## src/rtl/jtx_seq_pkg.sv

```systemverilog
package jtx_seq_pkg;

    typedef enum logic [1:0] {
        PH_CGS  = 2'd0,
        PH_ILAS = 2'd1,
        PH_DATA = 2'd2
    } link_ph_e;

    localparam int unsigned ILAS_MFS = 4;
    localparam int unsigned MFW      = $clog2(ILAS_MFS);

    localparam logic [7:0] OCT_SYNC  = 8'hBC;  // K28.5
    localparam logic [7:0] OCT_START = 8'h1C;  // K28.0
    localparam logic [7:0] OCT_ALIGN = 8'h7C;  // K28.3
    localparam logic [7:0] OCT_CFG   = 8'h9C;  // K28.4

endpackage

```

## src/rtl/jtx_mf_counter.sv

```systemverilog
module jtx_mf_counter #(
    parameter int unsigned FW = 8,
    parameter int unsigned KW = 5,
    localparam int unsigned PW = FW + KW,
    localparam int unsigned CW = PW - 2
) (
    input  logic          clk,
    input  logic          rst_n,
    input  logic [FW-1:0] cfg_f,
    input  logic [KW-1:0] cfg_k,
    output logic [CW-1:0] word_idx,
    output logic          mf_last
);

    typedef struct packed {
        logic [CW-1:0] w;
    } cnt_t;

    cnt_t          c_d, c_q;
    logic [PW-1:0] mf_octets;
    logic [PW:0]   next_oct;

    always_comb begin
        mf_octets = PW'(cfg_f) * PW'(cfg_k);
        next_oct  = {1'b0, c_q.w, 2'b00} + (PW+1)'(4);
        mf_last   = next_oct >= {1'b0, mf_octets};
        c_d       = c_q;
        c_d.w     = mf_last ? '0 : c_q.w + 1'b1;
    end

    always_ff @(posedge clk or negedge rst_n) begin
        if (!rst_n) c_q <= '0;
        else        c_q <= c_d;
    end

    assign word_idx = c_q.w;

endmodule

```

## src/rtl/jtx_link_fsm.sv

```systemverilog
module jtx_link_fsm
    import jtx_seq_pkg::*;
(
    input  logic           clk,
    input  logic           rst_n,
    input  logic           sync_req_n,
    input  logic           mf_last,
    output link_ph_e       phase,
    output logic [MFW-1:0] ilas_mf
);

    typedef struct packed {
        link_ph_e       ph;
        logic [MFW-1:0] mf;
    } fsm_t;

    fsm_t s_d, s_q;

    always_comb begin
        s_d = s_q;
        if (!sync_req_n) begin
            s_d.ph = PH_CGS;
            s_d.mf = '0;
        end else begin
            case (s_q.ph)
                PH_CGS: begin
                    if (mf_last) begin
                        s_d.ph = PH_ILAS;
                        s_d.mf = '0;
                    end
                end
                PH_ILAS: begin
                    if (mf_last) begin
                        if (s_q.mf == MFW'(ILAS_MFS - 1)) s_d.ph = PH_DATA;
                        else                              s_d.mf = s_q.mf + 1'b1;
                    end
                end
                PH_DATA: s_d.ph = PH_DATA;
                default: s_d.ph = PH_CGS;
            endcase
        end
    end

    always_ff @(posedge clk or negedge rst_n) begin
        if (!rst_n) begin
            s_q.ph <= PH_CGS;
            s_q.mf <= '0;
        end else begin
            s_q <= s_d;
        end
    end

    assign phase   = s_q.ph;
    assign ilas_mf = s_q.mf;

endmodule

```

## src/rtl/jtx_lane_fmt.sv

```systemverilog
module jtx_lane_fmt
    import jtx_seq_pkg::*;
#(
    parameter int unsigned CW = 11,
    localparam int unsigned OW = CW + 2
) (
    input  link_ph_e       phase,
    input  logic [MFW-1:0] ilas_mf,
    input  logic [CW-1:0]  word_idx,
    input  logic           mf_last,
    input  logic [31:0]    usr_word,
    input  logic           frame_err,
    output logic [31:0]    lane_word,
    output logic [3:0]     lane_kf
);

    logic [7:0] slot_oct [4];
    logic       slot_k   [4];

    for (genvar j = 0; j < 4; j++) begin : g_slot
        logic [OW-1:0] pos;

        always_comb begin
            pos = {word_idx, 2'(j)};
            slot_oct[j] = OCT_SYNC;
            slot_k[j]   = 1'b1;
            case (phase)
                PH_ILAS: begin
                    if (pos == '0) begin
                        slot_oct[j] = OCT_START;
                    end else if (mf_last && j == 3) begin
                        slot_oct[j] = OCT_ALIGN;
                    end else if (ilas_mf == MFW'(1) && pos == OW'(1)) begin
                        slot_oct[j] = OCT_CFG;
                    end else begin
                        slot_oct[j] = pos[7:0];
                        slot_k[j]   = 1'b0;
                    end
                end
                PH_DATA: begin
                    slot_oct[j] = frame_err ? 8'h00 : usr_word[31-8*j -: 8];
                    slot_k[j]   = 1'b0;
                end
                default: begin
                    slot_oct[j] = OCT_SYNC;
                    slot_k[j]   = 1'b1;
                end
            endcase
        end
    end

    assign lane_word = {slot_oct[0], slot_oct[1], slot_oct[2], slot_oct[3]};
    assign lane_kf   = {slot_k[0], slot_k[1], slot_k[2], slot_k[3]};

endmodule

```

## src/rtl/jesd_tx_seq.sv

```systemverilog
module jesd_tx_seq
    import jtx_seq_pkg::*;
#(
    parameter int unsigned LANES = 2,
    parameter int unsigned FW    = 8,
    parameter int unsigned KW    = 5,
    localparam int unsigned CW   = FW + KW - 2
) (
    input  logic                  clk,
    input  logic                  rst_n,
    input  logic                  sync_req_n,
    input  logic [FW-1:0]         cfg_f,
    input  logic [KW-1:0]         cfg_k,
    input  logic [LANES*32-1:0]   tx_data,
    input  logic                  tx_frame_err,
    output logic                  link_ready,
    output logic                  frame_ready,
    output logic [3:0]            somf,
    output logic [LANES*32-1:0]   lane_data,
    output logic [LANES*4-1:0]    lane_k
);

    logic [CW-1:0]  word_idx;
    logic           mf_last;
    link_ph_e       phase;
    logic [MFW-1:0] ilas_mf;

    jtx_mf_counter #(.FW(FW), .KW(KW)) u_cnt (
        .clk      (clk),
        .rst_n    (rst_n),
        .cfg_f    (cfg_f),
        .cfg_k    (cfg_k),
        .word_idx (word_idx),
        .mf_last  (mf_last)
    );

    jtx_link_fsm u_fsm (
        .clk        (clk),
        .rst_n      (rst_n),
        .sync_req_n (sync_req_n),
        .mf_last    (mf_last),
        .phase      (phase),
        .ilas_mf    (ilas_mf)
    );

    for (genvar l = 0; l < LANES; l++) begin : g_lane
        jtx_lane_fmt #(.CW(CW)) u_fmt (
            .phase     (phase),
            .ilas_mf   (ilas_mf),
            .word_idx  (word_idx),
            .mf_last   (mf_last),
            .usr_word  (tx_data[32*l +: 32]),
            .frame_err (tx_frame_err),
            .lane_word (lane_data[32*l +: 32]),
            .lane_kf   (lane_k[4*l +: 4])
        );
    end

    assign link_ready  = (phase == PH_DATA);
    assign frame_ready = (phase == PH_DATA) ||
                         (phase == PH_ILAS && ilas_mf == MFW'(ILAS_MFS - 1));
    assign somf        = (word_idx == '0) ? 4'b1000 : 4'b0000;

endmodule

```

## config.mk

```make
export PLATFORM = sky130hd
export DESIGN_NAME = jesd_tx_seq
export DESIGN_NICKNAME = d
export VERILOG_FILES = /design/src/rtl/jtx_seq_pkg.sv /design/src/rtl/jtx_mf_counter.sv /design/src/rtl/jtx_link_fsm.sv /design/src/rtl/jtx_lane_fmt.sv /design/src/rtl/jesd_tx_seq.sv
export SDC_FILE = /design/constraint.sdc
export NUM_CORES = 1
export LEC_CHECK = 0
export BUFFER_PORTS_ARGS = -buffer_cell sky130_fd_sc_hd__buf_4
export CAP_MARGIN = 5
export CORE_MARGIN = 1.5
export CORE_UTILIZATION = 50
export CTS_BUF_LIST = sky130_fd_sc_hd__clkbuf_2 sky130_fd_sc_hd__clkbuf_4 sky130_fd_sc_hd__clkbuf_8
export CTS_CLUSTER_SIZE = 16
export DETAILED_ROUTE_END_ITERATION = 12
export GPL_TIMING_DRIVEN = 0
export PLACE_DENSITY_LB_ADDON = 0.2
export SETUP_SLACK_MARGIN = 0.02
export SLEW_MARGIN = 40
export SYNTH_ARGS = -nofsm -noshare
export SYNTH_HDL_FRONTEND = slang
export SYNTH_HIERARCHICAL = 1
export SYNTH_SLANG_ARGS = --single-unit
export TNS_END_PERCENT = 20
```

## constraint.sdc

```tcl
create_clock -name clk -period 7.6 [get_ports clk]
set_clock_uncertainty 0.15 [all_clocks]
set_input_delay 1.14 -clock clk [delete_from_list [all_inputs] [get_ports clk]]
set_output_delay 1.14 -clock clk [all_outputs]
set_load 0.05 [all_outputs]
```

### Yosys cells after proc, flatten, opt, wreduce, memory -nomap -nowiden

Index checks and enable logic that the tools add are counted.

| operators by class | value |
|---|---|
| add/subtract/negate cells | 3 |
| multipliers | 1 |
| $lt $le $gt $ge | 1 |
| equality and inequality tests | 9 |
| muxes and demuxes | 35 |
| reduce and logical (&&, ||, !) cells | 8 |

Operator list:

| kind | number |
|---|---|
| 8-bit case mux with 2 select lines | 8 |
| 8-bit two-way mux | 11 |
| 4-bit two-way mux | 4 |
| 13-bit by 3-bit adder with 14-bit output, second input constant | 1 |
| 14-bit by 13-bit greater-or-equal comparator with 1-bit output | 1 |
| 8-bit by 5-bit multiplier with 13-bit output | 1 |
| 11-bit by 1-bit adder with 11-bit output, second input constant | 1 |
| 11-bit logical NOT | 1 |
| 11-bit two-way mux | 1 |
| 3-bit by 2-bit inequality test with 1-bit output, second input constant | 3 |
| 1-bit case mux with 2 select lines | 3 |
| 2-bit case mux with 3 select lines | 1 |
| 2-bit by 1-bit equality test with 1-bit output, second input constant | 2 |
| 2-bit equality test, second input constant | 2 |
| 1-bit two-way mux | 4 |
| 2-bit two-way mux | 2 |
| 2-bit case mux with 2 select lines | 1 |
| 4-bit AND reduction | 1 |
| 3-bit by 1-bit inequality test with 1-bit output, second input constant | 1 |
| 3-bit inequality test, second input constant | 1 |
| 3-bit AND reduction | 1 |
| 2-bit by 1-bit adder with 2-bit output, second input constant | 1 |
| 1-bit logical AND | 2 |
| 2-bit logical NOT | 1 |
| other kinds (2) | 2 |

| word-level totals | value |
|---|---|
| bits in registers | 15 |
| output and inout bits | 78 |
| word-level logic and storage cells | 60 |

### Logic depth before layout (Yosys ltp)

Gate-level depths: netlist of the first run.

| logic depth | value |
|---|---|
| word-level depth | 5 |
| depth in mapped cells | 22 |

### Cells and area by module

Netlist of the first run, hierarchy kept.

By module, submodules not included:

| module | times used | cells an instance | area each (µm²) |
|---|---|---|---|
| jtx_mf_counter | 1 | 224 | 2,018.2 |
| jtx_lane_fmt | 2 | 88 | 548.0 |
| jtx_link_fsm | 1 | 28 | 289.0 |
| jesd_tx_seq | 1 | 11 | 71.3 |

### Worst setup path before layout of the first run

OpenSTA, ideal clock, no wires.

| path | value |
|---|---|
| path type | input -> output |
| from | input cfg_f[2] |
| to | output lane_data[0] |
| data arrival time | 6.046 ns |
| required time | 6.310 ns |
| slack | 0.264 ns |
| stages | 20 |
| path buffers | 2 |
| path through | and2_1 fa_1 fa_1 inv_1 fa_1 inv_1 ha_1 nand3_1 o2111ai_2 a21o_1 a21oi_1 xor2_1 ha_1 a21oi_2 o221ai_1 a311oi_1 o21ai_2 buf_6 clkbuf_1 o2bb2ai_1 |

| between the ends | value |
|---|---|
| cells in the longest elaborated chain, start to end | 4 |

RTL lines:

| what | line | text |
|---|---|---|
| start: declaration | jesd_tx_seq.sv:12 | `input logic [FW-1:0] cfg_f,` |
| 8-bit by 5-bit multiplier with 13-bit output | jtx_mf_counter.sv:24 | `mf_octets = PW'(cfg_f) * PW'(cfg_k);` |
| 14-bit by 13-bit greater-or-equal comparator with 1-bit output | jtx_mf_counter.sv:26 | `mf_last = next_oct >= {1'b0, mf_octets};` |
| net mf_last | jesd_tx_seq.sv:24 | `logic mf_last;` |
| 8-bit two-way mux | jtx_lane_fmt.sv:31 | `end else if (mf_last && j == 3) begin` |
| 8-bit case mux with 2 select lines | jtx_lane_fmt.sv:27 | `case (phase)` |
| end: declaration | jesd_tx_seq.sv:19 | `output logic [LANES*32-1:0] lane_data,` |

The timed path passes the listed nets, and every way through them passes these cells.

### Final worst setup path of the first run

| path | value |
|---|---|
| from | input cfg_f[2] |
| to | output lane_data[35] |

The elaborated chain is that of the path after synthesis.

==> flow_metrics.py, run 1 <==
metrics = {
    "outcome": {
        "status": "complete, no violations",
    },
    "logic_synthesis": {
        "synth_common_cells": "73 x nand2_1, 42 x ha_1, 36 x and2_1, 36 x inv_1, 28 x a21oi_1",
        "yosys.area.top_type": "ha_1",
        "synth_cell_types": 53,
        "async_reset_ff_share_pct": 100,
        "ys.flop_type": "dfrtp_1",
        "synth.cell_area_um2": 3470,
        "avgSynthCellArea_um2": 7.91,
        "yosysWarnings": 6,
        "yosysSeqAreaShare_pct": 10.8,
        "synth_top_area_share_pct": 15.1,
        "syn_inst": 439,
        "synth.most_common_cell": "nand2_1",
        "synth_edf_count": 0,
        "synth_area_leaders": "ha_1 15%, dfrtp_1 11%, fa_1 10%",
        "synth_seq_cells": 15,
    },
    "route": {
        "drtIter0Drc": 144,
        "dr.pass1.iters": 4,
        "vias": 3653,
        "viasPerCell": 5.36,
        "postRouteAntennaNets": 0,
        "drc": 0,
        "drt-total-wl_um": 10100,
        "routedWlPerCell_um": 14.8,
    },
    "cts": {
        "root_buffer": "clkbuf_8",
        "clk_latency_ns": 0.24,
        "cts_max_level": 1,
        "hold_buffers": 0,
        "cts.sink_count": 15,
        "cts_made_buffers": 3,
        "clk_pin_slew_ns": 0.06,
        "cts_tree": "built",
        "clock_path_buffers": 2,
    },
    "worst_setup_path": {
        "startpoint": "cfg_f[2]",
        "crit_arrival_ns": 6.00,
        "worstSetupPathType": "input pin to output pin",
        "r2r_start": "u_cnt/word_idx[1]$_DFF_PN0_",
        "ff2ff_path_depth": 14,
        "critical_path.max_fanout": 14,
        "r2r_end": "u_fsm/ilas_mf[0]$_DFFE_PN0P_",
        "cp.required_ns": 6.31,
        "reg2reg_slack_ns": 4.04,
        "end_kind": "output pin",
        "crit_path_end": "lane_data[35]",
        "startpoint_type": "input pin",
    },
    "sta": {
        "finalSetupViolations": 0,
        "tightestPinTransition_ns": 0.647,
        "timing.slew.headroom_pct": 56.9,
        "max_freq_mhz": 137,
        "hold_ws_ns": 0.464,
        "hold_viol": 0,
        "fin_crit_ns": 7.29,
        "fin_crit_sh_pct": 95.9,
        "slew_violations": 0,
        "worst_slack_ns": 0.309,
        "fin_setup_tns_ns": 0,
        "rsz0062_at_grt": "false",
    },
    "cells_and_area": {
        "num-fill-cells": 547,
        "layout-drive-gt1-share_pct": 35.8,
        "multi_input_area_um2": 2900,
        "seqCellArea_um2": 375,
        "areaGrowthSynthToFinish_pct": 39.0,
        "antenna_cells": 0,
        "layout.nets": 743,
        "fin_cells": 681,
    },
    "global_route": {
        "grtUsageMet3_pct": 3.52,
        "top_usage_layer": "met2",
        "grt_usage_pct": 26.3,
        "grt_pass1_wl_um": 16000,
        "use_met2_pct": 46.6,
        "first_global_vias": 3319,
        "grt_max_degree": 16,
        "grtUsageMet1_pct": 34.6,
        "grt_overflow_total": 0,
        "antenna_found_initial": 0,
    },
    "die": {
        "fp.dieW_um": 86.4,
        "start_util_pct": 51.4,
        "rows": 30,
        "core_um2": 6760,
        "die_h_um": 86.4,
        "die_area_um2": 7460,
        "io_pins": 159,
    },
    "flow_run": {
        "drv_cap": 0,
    },
    "hold_path": {
        "holdPathStages": 2,
        "hp-class": "flop to flop",
    },
    "place": {
        "gp_congestion": 0.895,
        "dp.cells": 676,
        "portBuffers": 155,
        "place_ws_ns": 0.120,
        "dp_hpwl_um": 8440,
    },
}
==> logic make-up after synthesis <==
family	Yosys count	synth area share (%)
AOI/OAI and AO/OA	90	17.4
xor gates and xnor gates	18	4.75
adders and majority gates	60	25.5
buffers and inverters	54	6.73
DFF	15	10.8
muxes	4	1.15
other	1	0.108
and+or+nand+nor	197	33.5
==> area by class of cell <==
class	instances	share of cell area, %
multi-input cells	372	60.0
plain buffers	18	2.10
flip-flops and latches	15	7.77
clock buffers	4	1.01
repair buffers	156	24.2
inverters	36	2.80
well taps	80	2.07
==> state kept, by name, indices dropped and copies added (netlist names) <==
name / flops
u_cnt/word_idx: 11
u_fsm/ilas_mf: 2
u_fsm/phase: 2
==> per-layer routing <==
layer	wire length, um	vias up
li1	-	1815
met1	4240	1722
met2	5140	104
met3	579	12
met4	146	0
met5	0	-
==> cell usage in the layout (no fill, tap or decap), types with 4 or more instances in the layout <==
cell type and n:
buf_4 159, nand2_1 73, ha_1 40, and2_1 36, inv_1 36, a21oi_1 28, fa_1 18, a21o_1 16
dfrtp_1 15, nand3_1 14, buf_2 12, nor2b_1 10, o21ai_0 10, nor2_1 10, nand3b_1 9, xnor2_1 9
o21ai_1 8, xor2_1 8, nor2b_2 7, nor3_1 6, a22o_2 6, nand2b_1 5, o2bb2ai_1 4, nor4_4 4
nand4_1 4, mux2i_1 4
==> repair_timing <==
action,4_1_cts,5_1_grt
gates resized for setup,0,15
buffers inserted,0,1
setup endpoints to repair,0,18
==> worst min path at each step <==
stage	start	endpoint	slack (ns)
after floorplan	u_fsm/ilas_mf[0]$_DFFE_PN0P_	u_fsm/ilas_mf[0]$_DFFE_PN0P_	0.41
after global placement	u_fsm/ilas_mf[0]$_DFFE_PN0P_	u_fsm/ilas_mf[0]$_DFFE_PN0P_	0.44
after detailed placement	u_fsm/ilas_mf[0]$_DFFE_PN0P_	u_fsm/ilas_mf[0]$_DFFE_PN0P_	0.46
after CTS	u_fsm/ilas_mf[0]$_DFFE_PN0P_	u_fsm/ilas_mf[0]$_DFFE_PN0P_	0.47
after global routing	u_fsm/ilas_mf[1]$_DFFE_PN0P_	u_fsm/ilas_mf[1]$_DFFE_PN0P_	0.49
final	u_fsm/ilas_mf[1]$_DFFE_PN0P_	u_fsm/ilas_mf[1]$_DFFE_PN0P_	0.46
==> metrics by stage <==
step | util, % | area [um^2]
2_1_floorplan | - | 3480
3_3_place_gp | 70.2 | 4750
3_5_place_dp | 70.2 | 4750
4_1_cts | 71.0 | 4790
5_1_grt | 71.5 | 4830
6_report | 71.5 | 4830
==> worst max-delay path: stages <==
cell and delay (ns):
buf_4 0.13, and2_1 0.17, fa_1 0.50, fa_1 0.55, inv_1 0.06, fa_1 0.53
inv_1 0.04, ha_2 0.31, nand3_1 0.13, o2111ai_4 0.16, a21o_1 0.20, a21oi_1 0.16
xor2_1 0.17, ha_1 0.27, a21oi_2 0.14, o221ai_1 0.11, a311oi_1 0.27, o21ai_2 0.13
buf_6 0.18, buf_2 0.18, o21ai_0 0.17, nand3b_1 0.10, buf_4 0.19
Power of run 1 is not shown: default switching activity piles up to over one toggle a cycle in this logic, so the estimate is an artifact.
==> run 2, diff against run 1 <==
- clock period: 7.6 -> 7.2 ns (I/O delays scaled with it)
==> flow_metrics.py, run 2 (synthesis gave the netlist of run 1 again) <==
metrics = {
    "die": {
        "fp.dieW_um": 86.4,
        "rows": 30,
        "start_util_pct": 51.4,
        "core_um2": 6760,
        "io_pins": 159,
        "die_area_um2": 7460,
        "die_h_um": 86.4,
    },
    "cells_and_area": {
        "largest_reg_flops": 11,
        "antenna_cells": 0,
        "final_common_cell": "buf_4",
        "layout.nets": 747,
        "fin_cells": 685,
        "areaGrowthSynthToFinish_pct": 42.7,
        "final_area_um2": 4960,
        "layout_common_cells": "155 x buf_4, 73 x nand2_1, 40 x ha_1, 36 x and2_1, 36 x inv_1",
        "layout-drive-gt1-share_pct": 38.0,
    },
    "route": {
        "drc": 0,
        "viasPerCell": 5.37,
        "dr.pass1.iters": 4,
        "vias": 3677,
        "routedWlPerCell_um": 15.0,
        "drtIter0Drc": 168,
        "drt-total-wl_um": 10300,
        "postRouteAntennaNets": 0,
    },
    "worst_setup_path": {
        "cpMaxStageDelayCell": "fa_1",
        "end_kind": "output pin",
        "critical_path.max_fanout": 9,
        "path_cells": "buf_4, and2_1, fa_1, fa_1, inv_1, fa_1, inv_1, ha_4, nand3_2, o2111ai_4, a21o_1, a21oi_2, xor2_1, ha_1, a21oi_2, o221ai_1, a311oi_1, o21ai_2, buf_6, buf_6, o21ai_1, nand3b_1, buf_6",
        "cp_num_buf_inv": 6,
        "crit_arrival_ns": 5.79,
        "cp.required_ns": 5.97,
        "startpoint_type": "input pin",
        "max_stage_delay_ns": 0.55,
        "worstSetupPathType": "input pin to output pin",
        "cp_top_family": "adder cells",
    },
    "global_route": {
        "first_global_vias": 3342,
        "grt_usage_pct": 26.5,
        "antenna_found_initial": 0,
        "grt_overflow_total": 0,
        "grt_max_degree": 16,
        "grt_pass1_wl_um": 16100,
    },
    "cts": {
        "cts_made_buffers": 3,
        "cts_max_level": 1,
        "clock_path_buffers": 2,
        "clk_pin_slew_ns": 0.06,
        "hold_buffers": 0,
        "cts.sink_count": 15,
        "root_buffer": "clkbuf_8",
        "clk_latency_ns": 0.24,
        "cts_tree": "built",
    },
    "sta": {
        "max_freq_mhz": 142,
        "tightestPinTransition_ns": 0.685,
        "fin_crit_sh_pct": 97.5,
        "timing.slew.headroom_pct": 54.3,
        "hold_viol": 0,
        "slew_violations": 0,
        "rsz0062_at_grt": "true",
        "fin_crit_ns": 7.02,
        "finalSetupViolations": 0,
    },
    "place": {
        "gp_congestion": 0.895,
        "dp.cells": 676,
        "dp_hpwl_um": 8440,
        "portBuffers": 155,
        "placed_area_um2": 4750,
    },
    "flow_run": {
        "drv_cap": 0,
    },
    "outcome": {
        "status": "complete, no violations",
    },
    "hold_path": {
        "hp-class": "flop to flop",
    },
}
-- run 2: changes by cell type in the layout (fill, tap and decap cells not counted), sizes merged --
cell  delta
buf      +4
-- run 2: per-layer routing --
metal | global-route usage (%) | share of wire (%) | wire [um] | up-vias
li1 | - | - | - | 1817
met1 | 34.8 | 43 | 4390 | 1756
met2 | 47.2 | 51 | 5260 | 96
met3 | 3.52 | 5.2 | 534 | 8
met4 | 4.40 | 1.1 | 109 | 0
met5 | 0 | 0 | 0 | -
-- run 2: final timing paths --
check,from,endpoint,slack [ns],cells after the start
min in group asynchronous,rst_n,u_fsm/phase[0]$_DFFE_PN0P_,0.53,1
max,cfg_f[3],lane_data[34],0.18,23
min reg2reg,u_fsm/ilas_mf[1]$_DFFE_PN0P_,u_fsm/ilas_mf[1]$_DFFE_PN0P_,0.46,2
max reg2reg,u_cnt/word_idx[1]$_DFF_PN0_,u_fsm/ilas_mf[0]$_DFFE_PN0P_,3.46,15
max in group asynchronous,rst_n,u_cnt/word_idx[3]$_DFF_PN0_,6.20,1
min,u_fsm/ilas_mf[1]$_DFFE_PN0P_,u_fsm/ilas_mf[1]$_DFFE_PN0P_,0.46,2
-- run 2: per-stage QoR --
step | setup TNS, ns | setup WS [ns] | hold WS (ns) | utilization, %
4_1_cts | 0 | 0.0664 | 0.466 | 71.5
3_5_place_dp | -1.70 | -0.160 | 0.458 | 70.2
2_1_floorplan | -0.0654 | -0.0163 | 0.409 | -
6_report | 0 | 0.177 | 0.463 | 73.4
5_1_grt | -0.0646 | -0.0176 | 0.490 | 73.4
3_3_place_gp | -1.28 | -0.117 | 0.437 | 70.2
-- run 2: worst reg2reg max path, stage by stage, from the launching register on --
cell and delay, ns:
dfrtp_1 0.68, ha_1 0.32, nand2_1 0.09, nor2_2 0.21, nand3_1 0.11, xnor2_1 0.22, ha_1 0.28, nand3_1 0.11
o221ai_1 0.13, a311oi_1 0.30, o21ai_2 0.12, buf_6 0.15, buf_4 0.18, nand2b_1 0.17, a22oi_2 0.22, mux2i_1 0.21
-- run 2: layout make-up --
type / instances / area (um^2)
Clock buffer: 4 / 48.8
Inverter: 36 / 135
Sequential cell: 15 / 375
Timing Repair Buffer: 160 / 1230
Fill cell: 522 / 1800
Tap cell: 80 / 100
Buffer: 18 / 114
Multi-Input combinational cell: 372 / 2950
-- run 2: timing repair --
| item | 4_1_cts | 5_1_grt |
|---|---|---|
| gates resized for setup | 5 | 37 |
| pin swaps | 1 | 11 |
| gates cloned | 0 | 0 |
| setup buffers | 1 | 4 |
| setup endpoints to repair | 18 | 18 |
Power of run 2 is left out for the same reason.
